**src/rtl/lift_pkg.sv**
```systemverilog
package lift_pkg;

   typedef enum logic [2:0] {
      ST_IDLE  = 3'd0,
      ST_UP    = 3'd1,
      ST_DOWN  = 3'd2,
      ST_DOOR  = 3'd3,
      ST_FDESC = 3'd4,
      ST_FHOLD = 3'd5
   } lift_st_e;

   typedef struct packed {
      logic up;
      logic down;
      logic open;
      logic tstart;
   } lift_out_s;

endpackage

```
**src/rtl/lift_floor_norm.sv**
```systemverilog
module lift_floor_norm #(
   parameter int FLOOR_W    = 2,
   parameter int NUM_FLOORS = 3
) (
   input  logic [FLOOR_W-1:0] raw_i,
   output logic [FLOOR_W-1:0] norm_o
);
   localparam logic [FLOOR_W-1:0] TOP_FLOOR = FLOOR_W'(NUM_FLOORS);

   generate
      if (NUM_FLOORS < 2 || NUM_FLOORS > (1 << FLOOR_W) - 1) begin : g_bad_cfg
         $error("lift_floor_norm: NUM_FLOORS must lie in 2 .. 2**FLOOR_W-1");
      end
      if (NUM_FLOORS == (1 << FLOOR_W) - 1) begin : g_full_code
         // Every nonzero code is a real floor; only zero needs folding.
         assign norm_o = (raw_i == '0) ? TOP_FLOOR : raw_i;
      end else begin : g_part_code
         assign norm_o = ((raw_i == '0) || (raw_i > TOP_FLOOR)) ? TOP_FLOOR : raw_i;
      end
   endgenerate

endmodule

```
**src/rtl/lift_dwell_timer.sv**
```systemverilog
module lift_dwell_timer #(
   parameter int TMR_W       = 4,
   parameter int DWELL_TICKS = 10
) (
   input  logic clk,
   input  logic rst,
   input  logic clear_i,
   input  logic run_i,
   input  logic tick_i,
   output logic done_o
);
   localparam logic [TMR_W-1:0] CNT_MAX = {TMR_W{1'b1}};
   localparam logic [TMR_W-1:0] DWELL   = TMR_W'(DWELL_TICKS);

   generate
      if (DWELL_TICKS < 1 || DWELL_TICKS >= (1 << TMR_W)) begin : g_bad_cfg
         $error("lift_dwell_timer: DWELL_TICKS must fit below 2**TMR_W");
      end
   endgenerate

   logic [TMR_W-1:0] cnt_q;

   always_ff @(posedge clk) begin
      if (rst || clear_i) begin
         cnt_q <= '0;
      end else if (run_i && tick_i && (cnt_q != CNT_MAX)) begin
         cnt_q <= cnt_q + 1'b1;
      end
   end

   assign done_o = (cnt_q >= DWELL);

   AST_CNT_NO_WRAP: assert property (@(posedge clk) disable iff (rst)
      (cnt_q == CNT_MAX && !clear_i) |=> (cnt_q == CNT_MAX)) else $error("dwell counter wrapped");

   AST_CLEAR_ZERO: assert property (@(posedge clk) disable iff (rst)
      clear_i |=> !done_o) else $error("dwell not cleared on entry");

endmodule

```
**src/rtl/lift_seq.sv**
```systemverilog
module lift_seq
   import lift_pkg::*;
#(
   parameter int FLOOR_W = 2
) (
   input  logic               clk,
   input  logic               rst,
   input  logic [FLOOR_W-1:0] req_i,
   input  logic [FLOOR_W-1:0] cur_i,
   input  logic               fire_i,
   input  logic               dwell_done_i,
   output logic               door_enter_o,
   output logic               door_run_o,
   output lift_out_s          out_o
);
   localparam logic [FLOOR_W-1:0] FLOOR_ONE = FLOOR_W'(1);

   lift_st_e st_q, st_d;
   logic     above, below, fire_mode;

   assign above     = (req_i > cur_i);
   assign below     = (req_i < cur_i);
   assign fire_mode = (st_q == ST_FDESC) || (st_q == ST_FHOLD);

   always_comb begin
      st_d = st_q;
      if (fire_i) begin
         st_d = (cur_i == FLOOR_ONE) ? ST_FHOLD : ST_FDESC;
      end else begin
         unique case (st_q)
            ST_IDLE:  st_d = above ? ST_UP : (below ? ST_DOWN : ST_IDLE);
            ST_UP:    st_d = above ? ST_UP : ST_DOOR;
            ST_DOWN:  st_d = below ? ST_DOWN : ST_DOOR;
            ST_DOOR:  st_d = dwell_done_i ? ST_IDLE : ST_DOOR;
            ST_FDESC: st_d = ST_IDLE;
            ST_FHOLD: st_d = ST_IDLE;
            default:  st_d = ST_IDLE;
         endcase
      end
   end

   always_ff @(posedge clk) begin
      if (rst) st_q <= ST_IDLE;
      else     st_q <= st_d;
   end

   assign door_enter_o = (st_d == ST_DOOR) && (st_q != ST_DOOR);
   assign door_run_o   = (st_q == ST_DOOR);

   always_comb begin
      out_o = '0;
      unique case (st_q)
         ST_UP:    out_o.up   = 1'b1;
         ST_DOWN:  out_o.down = 1'b1;
         ST_FDESC: out_o.down = 1'b1;
         ST_DOOR:  begin out_o.open = 1'b1; out_o.tstart = 1'b1; end
         default:  out_o.open = 1'b1;
      endcase
   end

   AST_UP_FROM_IDLE: assert property (@(posedge clk) disable iff (rst)
      (st_q == ST_IDLE && !fire_i && above) |=> out_o.up) else $error("no up start");

   AST_DOWN_FROM_IDLE: assert property (@(posedge clk) disable iff (rst)
      (st_q == ST_IDLE && !fire_i && below) |=> out_o.down) else $error("no down start");

   AST_FIRE_SHUT: assert property (@(posedge clk) disable iff (rst)
      (fire_i && cur_i != FLOOR_ONE) |=> (out_o.down && !out_o.open)) else $error("fire descent wrong");

   AST_FIRE_RELEASE: assert property (@(posedge clk) disable iff (rst)
      (fire_mode && !fire_i) |=> (st_q == ST_IDLE)) else $error("fire release wrong");

endmodule

```
**src/rtl/lift_car_ctrl.sv**
```systemverilog
module lift_car_ctrl
   import lift_pkg::*;
#(
   parameter int FLOOR_W     = 2,
   parameter int NUM_FLOORS  = 3,
   parameter int TMR_W       = 4,
   parameter int DWELL_TICKS = 10
) (
   input  logic               clk,
   input  logic               rst,
   input  logic [FLOOR_W-1:0] req_floor_i,
   input  logic [FLOOR_W-1:0] cur_floor_i,
   input  logic               fire_i,
   input  logic               tick_i,
   output logic               up_o,
   output logic               down_o,
   output logic               open_o,
   output logic               tstart_o
);
   logic [FLOOR_W-1:0] req_n, cur_n;
   logic               door_enter, door_run, dwell_done;
   lift_out_s          outs;

   lift_floor_norm #(.FLOOR_W(FLOOR_W), .NUM_FLOORS(NUM_FLOORS)) u_req_norm (
      .raw_i (req_floor_i),
      .norm_o(req_n)
   );

   lift_floor_norm #(.FLOOR_W(FLOOR_W), .NUM_FLOORS(NUM_FLOORS)) u_cur_norm (
      .raw_i (cur_floor_i),
      .norm_o(cur_n)
   );

   lift_dwell_timer #(.TMR_W(TMR_W), .DWELL_TICKS(DWELL_TICKS)) u_timer (
      .clk    (clk),
      .rst    (rst),
      .clear_i(door_enter),
      .run_i  (door_run),
      .tick_i (tick_i),
      .done_o (dwell_done)
   );

   lift_seq #(.FLOOR_W(FLOOR_W)) u_seq (
      .clk         (clk),
      .rst         (rst),
      .req_i       (req_n),
      .cur_i       (cur_n),
      .fire_i      (fire_i),
      .dwell_done_i(dwell_done),
      .door_enter_o(door_enter),
      .door_run_o  (door_run),
      .out_o       (outs)
   );

   assign up_o     = outs.up;
   assign down_o   = outs.down;
   assign open_o   = outs.open;
   assign tstart_o = outs.tstart;

   AST_UPDOWN_EXCL: assert property (@(posedge clk) disable iff (rst)
      !(up_o && down_o)) else $error("up and down together");

   AST_START_NEEDS_OPEN: assert property (@(posedge clk) disable iff (rst)
      tstart_o |-> open_o) else $error("timer start without open");

   AST_RESET_IDLE: assert property (@(posedge clk)
      rst |=> (open_o && !up_o && !down_o && !tstart_o)) else $error("reset state wrong");

endmodule

```
**config.mk**
```make
export PLATFORM = sky130hd
export DESIGN_NAME = lift_car_ctrl
export DESIGN_NICKNAME = d
export VERILOG_FILES = /design/src/rtl/lift_pkg.sv /design/src/rtl/lift_floor_norm.sv /design/src/rtl/lift_dwell_timer.sv /design/src/rtl/lift_seq.sv /design/src/rtl/lift_car_ctrl.sv
export SDC_FILE = /design/constraint.sdc
export NUM_CORES = 1
export LEC_CHECK = 0
export ABC_AREA = 1
export ABC_CLOCK_PERIOD_IN_PS = 2230
export BUFFER_PORTS_ARGS = -buffer_cell sky130_fd_sc_hd__buf_2
export CAP_MARGIN = 10
export CORE_AREA = 2 2 39 41
export CTS_CLUSTER_SIZE = 30
export DETAILED_ROUTE_END_ITERATION = 6
export DIE_AREA = 0 0 41 43
export PLACE_DENSITY = 0.75
export SLEW_MARGIN = 20
export SYNTH_ARGS = -nofsm -noshare
export SYNTH_HDL_FRONTEND = slang
export SYNTH_HIERARCHICAL = 1
export SYNTH_SLANG_ARGS = --single-unit
export TNS_END_PERCENT = 100
```
**constraint.sdc**
```tcl
create_clock -name clk -period 2.23 [get_ports clk]
set_clock_uncertainty 0.2 [all_clocks]
set_input_delay 0.3345 -clock clk [delete_from_list [all_inputs] [get_ports clk]]
set_output_delay 0.3345 -clock clk [all_outputs]
set_load 0.02 [all_outputs]
```
==> impl_metrics.json <==
{
  "status": "finished, final reports clean",
  "numCtsBuffers": 3,
  "grt.met2_usage": 0.216,
  "worstMarginPinSlew_ns": 0.215,
  "hpwl_um": 839,
  "holdCritPathClass": "in -> reg",
  "fmax_mhz": 525,
  "synth.area.top_cells": "dfxtp_1 24%, nand2_1 14%, nor2_1 12%",
  "num_antenna_cells": 0,
  "synth-simple-area-share": 0.427,
  "synth_mux_area_frac": 0,
  "setup-violations-final": 0,
  "track_usage": 0.143,
  "synth-compound-area-share": 0.0915,
  "max_cap_violations": 0,
  "drtAntennaViolNets": 0,
  "post_cts_buffers": 0,
  "die_w_um": 41,
  "dr.pass1.iters": 4,
  "grt_busiest_layer": "met2",
  "post-route-drc-count": 0,
  "cts-resized-gates": 0,
  "post-route-util": 0.483,
  "vias_per_cell": 4.41,
  "postSynthAreaPerCell_um2": 6.18,
  "netlist_area_um2": 574,
  "port_buffers": 11,
  "yosysTopAreaCell": "dfxtp_1",
  "fin_ws_ns": 0.325,
  "maxSlewHeadroom": 0.857,
  "cp_data_required_time_ns": 2.17,
  "synth_top_family_by_area": "simple AND/OR/NAND/NOR gates",
  "cts-htree-levels": 1,
  "rsz0062_at_grt": "false",
  "setup.worst_path.start_class": "flip-flop",
  "clock_latency_ns": 0.25,
  "hp-start": "fire_i",
  "clk_pin_slew_ns": 0.05,
  "fp.dieH_um": 43,
  "crit_arrival_ns": 1.85,
  "critPathSlowestCell": "dfxtp_1",
  "synthAdderAreaFrac": 0.0871,
  "period_needed_ns": 1.91,
  "finalHoldWorstSlack_ns": 0.118,
  "synth.distinct_cells": 18,
  "period_share": 0.854,
  "final_cell_mix": "22 x nand2_1, 19 x nor2_1, 15 x inv_1",
  "use_met1": 0.170,
  "grt_pass1_vias": 479,
  "yosys_warnings": 6,
  "coreArea_um2": 1380,
  "ir_drop_mv": 0.294,
  "start_util": 0.415,
  "drive_gt1_frac": 0.262,
  "worstSetupEndpointType": "flip-flop",
  "synth_xor_area_frac": 0,
  "cp_top_family": "simple AND/OR/NAND/NOR gates",
  "max_stage_delay_ns": 0.38,
  "grt_pass1_wl_um": 1730,
  "cts_tree": "built",
  "syn_nets": 105,
  "cts-root-buf": "clkbuf_4",
  "place.gp.congestion": 0.758,
  "grt_max_degree": 7,
  "power.density_nw_per_um2": 484,
  "crit_path_frequent_cell": "nor2_1",
  "syn2layout_area_growth_pct": 16.3,
  "grt_remaining_overflow": 0,
  "layout_commonest_cell": "nand2_1",
  "routed_wirelength_um": 990,
  "pre_cts_slack_ns": 0.273,
  "synth-seq-cells": 7,
  "clock_path_buffers": 2,
  "finalHoldViolations": 0,
  "antenna_found_initial": 0,
  "crit_fanout": 4,
  "path_class": "reg -> reg",
  "vias": 543,
  "met3_usage": 0.0471,
  "drt-initial-drc-count": 6,
  "r2r_start": "u_timer/cnt_q[0]",
  "syn_inst": 93,
  "report.power.total_w": 0.000324,
  "clock-sinks": 7,
  "synth_top_area_frac": 0.244,
  "fin_tns_setup_ns": 0,
  "std_cell_rows": 14,
  "ios": 12,
  "slew_viol_final": 0,
  "wl_per_cell_um": 8.05,
  "path_cells": "inv_1 -> ha_1 -> o31a_1 -> nor2_1 -> nor2_1 -> nand2_1 -> nand2_1 -> nor2_2 -> nor2_8 -> o21ai_0 -> nor2_1",
  "finalNetCount": 120,
  "p_leak_nw": 0.374,
  "cts_hold_buf": 0,
  "yosysSeqAreaShare": 0.244,
  "dieArea_um2": 1760,
  "crit_buf_inv": 1,
  "setup.worst_path.start": "u_timer/cnt_q[0]"
}
[synth_stat cells]
library cell and instances:
inv_1 15, nand2_1 22, o21ai_0 1, inv_2 6
o31a_1 1, ha_1 4, nor2_1 19, dfxtp_1 7
nand2_2 2, o21ai_1 3, o21bai_4 1, nand3_1 4
nor2_8 1, a21oi_1 1, nand3_2 2, nor2_2 2
buf_4 1, nand4_1 1
[worst paths after layout]
kind,endpoint,cells past startpoint,slack (ns)
max,u_timer/cnt_q[2],11,0.32
max reg2reg,u_timer/cnt_q[2],11,0.32
min,u_seq/st_q[2],3,0.12
min reg2reg,u_timer/cnt_q[3],2,0.33
[power by group]
group / internal (W) / switching, W
clock: 0.0000682 / 0.0000458
combinational: 0.0000302 / 0.0000469
sequential: 0.000129 / 0.00000392
total: 0.000227 / 0.0000966
[metal layers]
layer,wire [µm],vias up
met5,0,-
met4,0,0
met3,22,0
met2,481,6
met1,486,229
li1,-,308
[area by class of cell]
class | count | area, µm²
sequential | 7 | 140
tap | 16 | 20.0
clock buffer | 4 | 26.3
fill | 149 | 716
inverter | 21 | 78.8
timing repair buffer | 11 | 55.1
multi-input combinational | 64 | 348
[registers in the layout (all words and copies together) (netlist names)]
| name | flops |
|---|---|
| u_seq/st_q | 3 |
| u_timer/cnt_q | 4 |
[worst register-to-register path, stage by stage, from the launching register on]
cell	delay, ns
dfxtp_1	0.38
inv_1	0.10
ha_1	0.20
o31a_1	0.25
nor2_1	0.10
nor2_1	0.05
nand2_1	0.08
nand2_1	0.07
nor2_2	0.19
nor2_8	0.07
o21ai_0	0.07
nor2_1	0.05
[metrics by stage]
step	area (µm²)	std cells
6_report	668	123
5_1_grt	668	123
4_1_cts	668	123
3_5_place_dp	642	119
3_3_place_gp	642	119
2_1_floorplan	574	93
[cells by family after synthesis]
kind of cell | Yosys count
flip-flops | 7
AND/OR/NAND/NOR | 53
adder cells (fa/ha/maj) | 4
buffers and inverters | 22
AO/OA/AOI/OAI | 7
No activity file was read; power rests on OpenSTA's default activity.
